### src/rtl/ext_irq_pkg.sv
package ext_irq_pkg;

    typedef enum logic [1:0] {
        BUS_IDLE   = 2'd0,
        BUS_ACK    = 2'd1,
        BUS_REJECT = 2'd2
    } bus_st_e;

    localparam logic [1:0] SZ_WORD  = 2'd2;
    localparam logic       SEL_PEND = 1'b0;
    localparam logic       SEL_MASK = 1'b1;

endpackage

### src/rtl/eir_bus_port.sv
module eir_bus_port
    import ext_irq_pkg::*;
#(
    parameter int WORD_W = 64,
    parameter int BUS_DW = 32
) (
    input  logic              clk,
    input  logic              rst,
    input  logic              bus_valid,
    input  logic              bus_write,
    input  logic [1:0]        bus_size,
    input  logic [BUS_DW-1:0] bus_wdata,
    input  logic [WORD_W-1:0] pend_q,
    output logic              bus_rsp_valid,
    output logic              bus_rsp_err,
    output logic [WORD_W-1:0] bus_rdata,
    output logic [WORD_W-1:0] set_vec
);
    localparam int LOG_W = $clog2(WORD_W);

    bus_st_e           state_q, state_d;
    logic [WORD_W-1:0] rdata_q;
    logic              size_ok;
    logic              post_hit;
    logic [LOG_W-1:0]  irq_num;
    logic              unused_hi;

    assign size_ok   = (bus_size == SZ_WORD);
    assign post_hit  = bus_valid && bus_write && size_ok;
    assign irq_num   = bus_wdata[LOG_W-1:0];
    assign unused_hi = ^bus_wdata[BUS_DW-1:LOG_W];

    // Reverse-order decode: number n selects bit WORD_W-1-n
    for (genvar i = 0; i < WORD_W; i++) begin : g_dec
        assign set_vec[i] = post_hit && (irq_num == LOG_W'(WORD_W - 1 - i));
    end

    // Next-state logic
    always_comb begin
        state_d = BUS_IDLE;
        if (bus_valid) begin
            state_d = size_ok ? BUS_ACK : BUS_REJECT;
        end
    end

    // State register and captured read data
    always_ff @(posedge clk) begin
        if (rst) begin
            state_q <= BUS_IDLE;
            rdata_q <= '0;
        end else begin
            state_q <= state_d;
            if (bus_valid && !bus_write && size_ok) begin
                rdata_q <= pend_q;
            end else begin
                rdata_q <= '0;
            end
        end
    end

    // Outputs by state
    always_comb begin
        bus_rsp_valid = 1'b0;
        bus_rsp_err   = 1'b0;
        bus_rdata     = '0;
        unique case (state_q)
            BUS_IDLE: begin
                bus_rsp_valid = 1'b0;
            end
            BUS_ACK: begin
                bus_rsp_valid = 1'b1;
                bus_rdata     = rdata_q;
            end
            BUS_REJECT: begin
                bus_rsp_valid = 1'b1;
                bus_rsp_err   = 1'b1;
            end
            default: begin
                bus_rsp_valid = 1'b0;
            end
        endcase
    end

endmodule

### src/rtl/eir_regs.sv
module eir_regs
    import ext_irq_pkg::*;
#(
    parameter int WORD_W = 64
) (
    input  logic              clk,
    input  logic              rst,
    input  logic [WORD_W-1:0] set_vec,
    input  logic              cpu_we,
    input  logic              cpu_sel,
    input  logic [WORD_W-1:0] cpu_wdata,
    output logic [WORD_W-1:0] pend_q,
    output logic [WORD_W-1:0] mask_q,
    output logic [WORD_W-1:0] pend_d,
    output logic [WORD_W-1:0] mask_d
);
    logic [WORD_W-1:0] clr_vec;

    assign clr_vec = (cpu_we && cpu_sel == SEL_PEND) ? cpu_wdata : '0;

    // Set after clear so a posted interrupt survives a same-cycle acknowledge
    assign pend_d = (pend_q & ~clr_vec) | set_vec;
    assign mask_d = (cpu_we && cpu_sel == SEL_MASK) ? cpu_wdata : mask_q;

    always_ff @(posedge clk) begin
        if (rst) begin
            pend_q <= '0;
            mask_q <= '0;
        end else begin
            pend_q <= pend_d;
            mask_q <= mask_d;
        end
    end

endmodule

### src/rtl/eir_req_gen.sv
module eir_req_gen #(
    parameter int WORD_W = 64
) (
    input  logic              clk,
    input  logic              rst,
    input  logic [WORD_W-1:0] pend_d,
    input  logic [WORD_W-1:0] mask_d,
    output logic              irq_req
);
    always_ff @(posedge clk) begin
        if (rst) begin
            irq_req <= 1'b0;
        end else begin
            irq_req <= |(pend_d & mask_d);
        end
    end

endmodule

### src/rtl/ext_irq_unit.sv
module ext_irq_unit
    import ext_irq_pkg::*;
#(
    parameter int WORD_W = 64,
    parameter int BUS_DW = 32
) (
    input  logic              clk,
    input  logic              rst,
    input  logic              bus_valid,
    input  logic              bus_write,
    input  logic [1:0]        bus_size,
    input  logic [BUS_DW-1:0] bus_wdata,
    output logic              bus_rsp_valid,
    output logic              bus_rsp_err,
    output logic [WORD_W-1:0] bus_rdata,
    input  logic              cpu_we,
    input  logic              cpu_sel,
    input  logic [WORD_W-1:0] cpu_wdata,
    output logic [WORD_W-1:0] cpu_pend,
    output logic [WORD_W-1:0] cpu_mask,
    output logic              irq_req
);
    logic [WORD_W-1:0] set_vec;
    logic [WORD_W-1:0] pend_q, mask_q, pend_d, mask_d;

    eir_bus_port #(.WORD_W(WORD_W), .BUS_DW(BUS_DW)) u_bus (
        .clk           (clk),
        .rst           (rst),
        .bus_valid     (bus_valid),
        .bus_write     (bus_write),
        .bus_size      (bus_size),
        .bus_wdata     (bus_wdata),
        .pend_q        (pend_q),
        .bus_rsp_valid (bus_rsp_valid),
        .bus_rsp_err   (bus_rsp_err),
        .bus_rdata     (bus_rdata),
        .set_vec       (set_vec)
    );

    eir_regs #(.WORD_W(WORD_W)) u_regs (
        .clk       (clk),
        .rst       (rst),
        .set_vec   (set_vec),
        .cpu_we    (cpu_we),
        .cpu_sel   (cpu_sel),
        .cpu_wdata (cpu_wdata),
        .pend_q    (pend_q),
        .mask_q    (mask_q),
        .pend_d    (pend_d),
        .mask_d    (mask_d)
    );

    eir_req_gen #(.WORD_W(WORD_W)) u_req (
        .clk     (clk),
        .rst     (rst),
        .pend_d  (pend_d),
        .mask_d  (mask_d),
        .irq_req (irq_req)
    );

    assign cpu_pend = pend_q;
    assign cpu_mask = mask_q;

endmodule

### config.mk
export PLATFORM = sky130hd
export DESIGN_NAME = ext_irq_unit
export DESIGN_NICKNAME = d
export VERILOG_FILES = /design/src/rtl/ext_irq_pkg.sv /design/src/rtl/eir_bus_port.sv /design/src/rtl/eir_regs.sv /design/src/rtl/eir_req_gen.sv /design/src/rtl/ext_irq_unit.sv
export SDC_FILE = /design/constraint.sdc
export NUM_CORES = 1
export LEC_CHECK = 0
export ABC_AREA = 1
export CAP_MARGIN = 20
export CELL_PAD_IN_SITES_DETAIL_PLACEMENT = 1
export CELL_PAD_IN_SITES_GLOBAL_PLACEMENT = 1
export CORE_ASPECT_RATIO = 1.1
export CORE_MARGIN = 8
export CORE_UTILIZATION = 32
export CTS_CLUSTER_SIZE = 30
export DETAILED_ROUTE_END_ITERATION = 8
export PLACE_DENSITY_LB_ADDON = 0.15
export SYNTH_ARGS = -nofsm -noshare
export SYNTH_HDL_FRONTEND = slang
export SYNTH_HIERARCHICAL = 1
export SYNTH_SLANG_ARGS = --single-unit
### constraint.sdc
create_clock -name clk -period 1.7 [get_ports clk]
set_input_delay 0.17 -clock clk [delete_from_list [all_inputs] [get_ports clk]]
set_output_delay 0.17 -clock clk [all_outputs]
set_load 0.01 [all_outputs]
# Yosys cells after proc, flatten, opt, wreduce, memory -nomap -nowiden
# Cells that the tools add are included.
[op_classes]
bitwise_logic = 7
n_reduce_logical = 76
n_mux = 6
n_eq_ne = 66
[ops]
columns = ["operator", "count"]
rows = [
  ["6-bit == test, second input constant", 32],
  ["64-bit 2-to-1 mux", 3],
  ["64-bit AND", 2],
  ["6-bit by 5-bit == test with 1-bit output, second input constant", 16],
  ["1-bit logical AND", 70],
  ["64-bit inverter", 1],
  ["64-bit OR", 1],
  ["64-bit OR reduction", 1],
  ["6-bit by 4-bit == test with 1-bit output, second input constant", 8],
  ["6-bit by 3-bit == test with 1-bit output, second input constant", 4],
  ["6-bit by 2-bit == test with 1-bit output, second input constant", 2],
  ["6-bit by 1-bit == test with 1-bit output, second input constant", 1],
  ["6-bit logical NOT", 1],
  ["2-bit OR reduction", 3],
  ["2-bit == test, second input constant", 2],
  ["1-bit inverter", 3],
  ["2-bit by 1-bit == test with 1-bit output, second input constant", 1],
  ["1-bit 2-to-1 mux", 2],
  ["2-bit 2-to-1 mux", 1],
  ["1-bit logical NOT", 1],
]
[word_totals]
elab_cells = 160
output_inout_bits = 195
regBits = 195
inputBits = 104

# Longest topological paths before layout
# Gate-level depths: netlist (run 1).
[depth]
depth_word = 8
mapped_depth = 15
ltp_nobuf = 14

# By module
# Netlist (run 1), hierarchy kept.
[by_module_without_submodules]
columns = ["module", "cells_each", "area_each_um2", "n_inst"]
rows = [
  ["eir_regs", 811, 5804.3, 1],
  ["eir_bus_port", 459, 2940.3, 1],
  ["eir_req_gen", 129, 500.5, 1],
]

# Least setup slack after synthesis (run 1)
# OpenSTA, ideal clock, no wires.
[synth_timing]
path_type = "in2reg"
from = "in bus_size[1]"
to = "reg u_req.irq_req"
t_arrival_ns = 1.268
setup_time_ns = 0.111
cell_stages = 15
t_required_ns = 1.589
setup_slack_ns = 0.321
n_path_buf = 1
path_cell_list = "inv_1 nor2_4 nand3_1 buf_6 nor2_1 inv_1 nand2_1 nand2_1 nand2_1 nor2_1 nand2_1 nor2_1 nand2_1 nor2_1 nor2_1"
[synth_between]
elab_chain_cells = 6
word_cells_on_any_way = 69
classes_between = "eq/ne (1); bitwise (2); reduce/logical (66)"
[synth_rtl]
columns = ["item", "line", "text"]
rows = [
  ["start: declaration", "ext_irq_unit.sv:11", "input logic [1:0] bus_size,"],
  ["2-bit == test", "eir_bus_port.sv:28", "assign size_ok = (bus_size == SZ_WORD);"],
  ["1-bit logical AND", "eir_bus_port.sv:29", "assign post_hit = bus_valid && bus_write && size_ok;"],
  ["1-bit logical AND", "eir_bus_port.sv:35", "assign set_vec[i] = post_hit && (irq_num == LOG_W'(WORD_W - 1 - i));"],
  ["named net set_vec[23]", "ext_irq_unit.sv:23", "logic [WORD_W-1:0] set_vec;"],
  ["64-bit OR", "eir_regs.sv:22", "assign pend_d = (pend_q & ~clr_vec) | set_vec;"],
  ["named net pend_d[23]", "ext_irq_unit.sv:24", "logic [WORD_W-1:0] pend_q, mask_q, pend_d, mask_d;"],
  ["64-bit AND", "eir_req_gen.sv:14", "irq_req <= |(pend_d & mask_d);"],
  ["64-bit OR reduction", "eir_req_gen.sv:14", ""],
  ["end signal: assignment", "eir_req_gen.sv:14", ""],
  ["end: declaration", "eir_req_gen.sv:8", "output logic irq_req"],
]
# The timed path passes the listed nets, and every way through them passes these cells.
# A chain may end at the register's enable or synchronous reset.

# Worst setup path after layout (run 1)
[layout_timing]
from = "reg u_bus.state_q[1]"
to = "out bus_rdata[13]"
[layout_between]
elab_chain_cells = 2
[layout_rtl]
columns = ["item", "line", "text"]
rows = [
  ["start: declaration", "eir_bus_port.sv:21", "bus_st_e state_q, state_d;"],
  ["start signal: assignment", "eir_bus_port.sv:52", "state_q <= state_d;"],
  ["2-bit by 1-bit == test with 1-bit output", "eir_bus_port.sv:66", "unique case (state_q)"],
  ["64-bit 2-to-1 mux", "eir_bus_port.sv:66", ""],
  ["end: declaration", "ext_irq_unit.sv:15", "output logic [WORD_W-1:0] bus_rdata,"],
]
# Every way passes these cells.

==> results.cfg, run 1 <==
[outcome]
outcome = complete, but fails checks
violations = negative setup slack

[layout]
seq_area_um2 = 3910
drive_gt1_frac = 0.264
multi_input_area_um2 = 3970
num-fill-cells = 3591
area_delta_synth_final_pct = 57.8
design_area_um2 = 14600
fin_nets = 1923

[cts]
clock_path_buffers = 2
htreeDepth = 4
numClockSinks = 195
ctsHoldBuffers = 0
clk_latency_ns = 0.44
path_clk_slew_ns = 0.07
root_buffer = clkbuf_16
cts_tree = done
numCtsBuffers = 17

[routing]
avgViaCountPerCell = 4.43
via_count = 9745
drtIter0Drc = 360
drt_wl_total_um = 38600
drc = 0
ant_nets = 0
routedWlPerCell_um = 17.5
first_pass_iters = 4

[global_routing]
gr-total-overflow = 0
grt_first_pass_wirelength_um = 57500
antenna_found_initial = 3
grt_max_degree = 114
track_usage = 0.216
grt_pass1_vias = 10387

[floorplanning]
core_um2 = 28500
io_pins = 299
initial_core_util = 0.324
die_y_um = 194
fp-row-count = 65
die_w_um = 178
dieArea_um2 = 34600

[setup_path]
crit_required_ns = 1.53
path_max_fanout = 8
arrival_ns = 1.62
end_kind = primary output
critical_path_class = flip-flop to primary output
start_kind = flip-flop

[sta]
setup_viol = 11
timing.final.hold_violations = 0
setup_ws_ns = -0.0911
relSlewSlack = 0.615
rsz0062_at_grt = yes
period_minus_slack_ns = 1.79
tightest_slew_ns = 0.577
max_freq_mhz = 558
timing.final.crit_share = 1.05
holdWs_ns = 0.0911
fin_skew_ns = 0.00840
drv_slew = 0

[logic_synthesis]
synth_cell_types = 21
synthCells = 1399
synth_area_leaders = dfxtp_1 (42%), nand2_1 (15%), inv_1 (13%), nor2_1 (8.2%), o21ai_2 (5.7%)
ys_seq_area_frac = 0.422
async_reset_ff_frac = 0
ys.flop_type = dfxtp_1
synth_top_area_frac = 0.422
syn_area_um2 = 9250
synth_commonest_cells = nand2_1 (370), inv_1 (328), nor2_1 (203), dfxtp_1 (195), nand3_1 (68)
syn_avg_cell_area_um2 = 6.61
synthMostInstantiatedCell = nand2_1
syn-num-nets = 1505
synth_seq_cells = 195
ys_warn_count = 6
synth_area_leader_cell = dfxtp_1
synth_edf_count = 0

[worst_hold_path]
min_path_type = input port to flip-flop

[placement]
hpwl_um = 28400
portBuffers = 272
gp_congestion = 0.804
placed_cell_area_um2 = 13500

[power]
power.static_leakage_uw = 0.00739
peakVddDrop_uv = 688
pwr_density_cell_nw_per_um2 = 711

[run]
drv_cap = 0
flip-flops by register name, indices dropped and copies added (netlist names):
signal         flops
u_regs/mask_q     64
u_bus/rdata_q     64
u_req/irq_req      1
u_bus/state_q      2
u_regs/pend_q     64
where the power goes:
part           internal (uW)  total [uW]  switching (uW)
logic                    790        1600             815
clock network           2150        4030            1880
registers               4670        4730            61.0
cell families after synthesis:
logic type	synth area share
adder cells (fa/ha/maj)	0.00271
AO/OA/AOI/OAI	0.0937
buffers and inverters	0.184
AND/OR/NAND/NOR	0.297
flip-flops	0.422
layout make-up:
| cell class | instances | area share |
|---|---|---|
| Tap cell | 368 | 0.0316 |
| Multi-Input combinational cell | 809 | 0.272 |
| Inverter | 337 | 0.0867 |
| Sequential cell | 195 | 0.268 |
| Clock buffer | 22 | 0.0325 |
| Clock inverter | 10 | 0.00677 |
| Timing Repair Buffer | 457 | 0.302 |
| Antenna cell | 3 | 0.000514 |
final timing paths:
path | from | end | slack, ns | cells after the start
worst min-delay path | rst | u_regs/mask_q[8] | 0.09 | 2
worst max register to register | u_regs/mask_q[53] | u_req/irq_req | 0.27 | 12
worst max-delay path | u_bus/state_q[1] | bus_rdata[13] | -0.09 | 8
worst min register to register | u_regs/pend_q[24] | u_bus/rdata_q[24] | 0.45 | 2
worst max-delay path, cell delays in order, from the launching register on:
cell and delay (ns):
dfxtp_2 0.33, inv_2 0.05, ha_4 0.19, buf_12 0.15
buf_12 0.15, buf_6 0.12, nand2_4 0.05, inv_2 0.04
buf_6 0.11
layer usage:
layer,global-route usage,up-vias,wire [um]
met5,0,-,0
met4,0.0739,0,919
met3,0.0434,41,2150
met2,0.404,202,20600
met1,0.236,4611,14900
li1,-,4891,-
stage by stage:
step	instances	setup slack [ns]	util	TNS (ns)	power (uW)
floorplan	1399	0.321	-	0	5490
detailed placement	2150	-0.643	0.474	-6.15	6370
CTS	2196	-0.120	0.498	-0.929	10500
global placement	2150	-0.637	0.474	-3.80	6340
global route	2201	-0.158	0.511	-3.63	10800
finish	2201	-0.0911	0.511	-0.568	10400
placed cells by master, fill, tap and decap left out, types with 19 or more instances in the layout:
cell / count
clkdlybuf4s50_1: 198
buf_2: 34
inv_1: 298
buf_12: 24
o21ai_2: 60
buf_6: 35
buf_4: 150
dfxtp_1: 193
inv_2: 39
nand2_4: 22
nor2_2: 38
nand3_1: 64
nand2_1: 331
clkbuf_16: 19
a21oi_1: 64
nand2_2: 30
nor2_1: 182
what timing repair did:
item                       in CTS  in global routing
setup endpoints to repair      66                 66
buffers inserted                9                  2
gates resized for setup       325                102
gates cloned                    5                  2
pin swaps                       4                 11
Power figures use the tool's default switching activity.
==> run 2, diff against run 1 <==
--- a/config.mk
+++ b/config.mk
@@ -12,7 +12,6 @@
 export CORE_ASPECT_RATIO = 1.1
 export CORE_MARGIN = 8
 export CORE_UTILIZATION = 32
-export CTS_CLUSTER_SIZE = 30
 export DETAILED_ROUTE_END_ITERATION = 8
 export PLACE_DENSITY_LB_ADDON = 0.15
 export SYNTH_ARGS = -nofsm -noshare
==> results of run 2 <==
No change in the layout: final DEF, timing and power equal those of run 1.
==> run 3, diff against run 2 <==
--- a/config.mk
+++ b/config.mk
@@ -7,11 +7,11 @@
 export LEC_CHECK = 0
 export ABC_AREA = 1
 export CAP_MARGIN = 20
-export CELL_PAD_IN_SITES_DETAIL_PLACEMENT = 1
-export CELL_PAD_IN_SITES_GLOBAL_PLACEMENT = 1
+export CELL_PAD_IN_SITES_DETAIL_PLACEMENT = 0
+export CELL_PAD_IN_SITES_GLOBAL_PLACEMENT = 2
 export CORE_ASPECT_RATIO = 1.1
-export CORE_MARGIN = 8
-export CORE_UTILIZATION = 32
+export CORE_MARGIN = 5
+export CORE_UTILIZATION = 24
 export DETAILED_ROUTE_END_ITERATION = 8
 export PLACE_DENSITY_LB_ADDON = 0.15
 export SYNTH_ARGS = -nofsm -noshare
==> results.cfg, run 3 (synthesis gave the netlist of run 1 again) <==
[sta]
fin_skew_ns = 0.0109
relSlewSlack = 0.620
tightest_slew_ns = 0.571
period_minus_slack_ns = 1.84
setup_ws_ns = -0.143
max_freq_mhz = 543
drv_slew = 0
setup_viol = 39
rsz0062_at_grt = yes
timing.final.hold_violations = 0
holdWs_ns = 0.246
timing.final.crit_share = 1.08

[cts]
root_buffer = clkbuf_16
cts_tree = done
numClockSinks = 195
clock_path_buffers = 2
clk_latency_ns = 0.45
ctsHoldBuffers = 0
numCtsBuffers = 17
path_clk_slew_ns = 0.08
htreeDepth = 4

[setup_path]
arrival_ns = 1.67
worst-r2r-cell-count = 13
crit_required_ns = 1.53
critical_path_class = flip-flop to primary output
path_max_fanout = 4
start_kind = flip-flop
end_kind = primary output

[routing]
routedWlPerCell_um = 16.8
first_pass_iters = 4
drt_wl_total_um = 39300
drtIter0Drc = 349
avgViaCountPerCell = 4.03
ant_nets = 0
drc = 0
via_count = 9427

[global_routing]
track_usage = 0.181
antenna_found_initial = 7
grt_first_pass_wirelength_um = 58000
grt_max_degree = 108
gr-total-overflow = 0
grt_pass1_vias = 9474

[outcome]
outcome = complete, but fails checks
violations = negative setup slack

[power]
peakVddDrop_uv = 675
pwr_density_cell_nw_per_um2 = 711
power.static_leakage_uw = 0.00737

[run]
drv_cap = 0

[placement]
portBuffers = 272
hpwl_um = 29000
gp_congestion = 0.834

[layout]
final_core_util = 0.394
reg_top3 = u_bus/rdata_q (64), u_regs/mask_q (64), u_regs/pend_q (64)
area_delta_synth_final_pct = 62.2
final_common_cell = inv_1
mostFrequentLayoutCells = inv_1 (300), nand2_1 (294), clkdlybuf4s50_1 (193), dfxtp_1 (193), nor2_1 (159)
drive_gt1_frac = 0.300
fin_nets = 1931

[floorplanning]
die_w_um = 197
fp-row-count = 75
core_um2 = 38100
die_y_um = 216
io_pins = 299
dieArea_um2 = 42600
initial_core_util = 0.243

[worst_hold_path]
min_path_type = input port to flip-flop
hold_depth = 4
==> run 3: worst max-delay path, cell delays in order (launching register included) <==
cell and delay [ns]:
dfxtp_2 0.34, inv_2 0.04, ha_4 0.17, buf_8 0.12, buf_12 0.13, buf_12 0.13
buf_6 0.11, nand2_4 0.04, inv_2 0.03, buf_6 0.11
==> run 3: cell type report <==
class,count,area (um2)
multi-input cells,809,4190
repair buffers,465,4390
clock inverters,11,151
diodes,4,10.0
clock buffers,20,457
fillers,4130,23100
flip-flops and latches,195,3910
well taps,500,626
inverters,337,1260
==> run 3: through the flow <==
stage	instance area, um2	TNS [ns]	setup slack, ns	total power [uW]	cells
after floorplan	9250	0	0.321	5490	1399
after global placement	13600	-8.44	-0.797	6340	2281
after detailed placement	13600	-8.65	-0.757	6340	2281
after CTS	14600	-8.22	-0.219	10800	2335
after global routing	15000	-7.89	-0.210	11100	2339
final	15000	-3.09	-0.143	10700	2341
==> run 3: where the power goes <==
part           internal, uW  total, uW  switching [uW]  leakage, uW
Sequential             4670       4730            58.4      0.00158
Combinational           769       1590             820      0.00550
Clock                  2400       4330            1940     0.000285
Total                  7840      10700            2820      0.00737
==> run 3: final timing paths <==
path | startpoint | to | slack (ns)
setup / recovery | u_bus/state_q[1] | bus_rdata[56] | -0.14
hold reg to reg | u_regs/pend_q[17] | u_bus/rdata_q[17] | 0.45
hold / removal | rst | u_bus/state_q[0] | 0.25
setup reg to reg | u_regs/mask_q[36] | u_req/irq_req | 0.30
==> run 3: what timing repair did <==
item / 4_1_cts / 5_1_grt
cloned: 7 / 3
setup endpoints to repair: 67 / 66
resized for setup: 379 / 123
pin swaps: 10 / 37
setup buffers: 17 / 2
==> run 3: routing by layer <==
metal	vias to the layer above	routed length (um)	global-route usage
met5	-	7	0
met4	2	808	0.0509
met3	43	1870	0.0416
met2	195	19700	0.320
met1	4256	16900	0.218
li1	4931	-	-
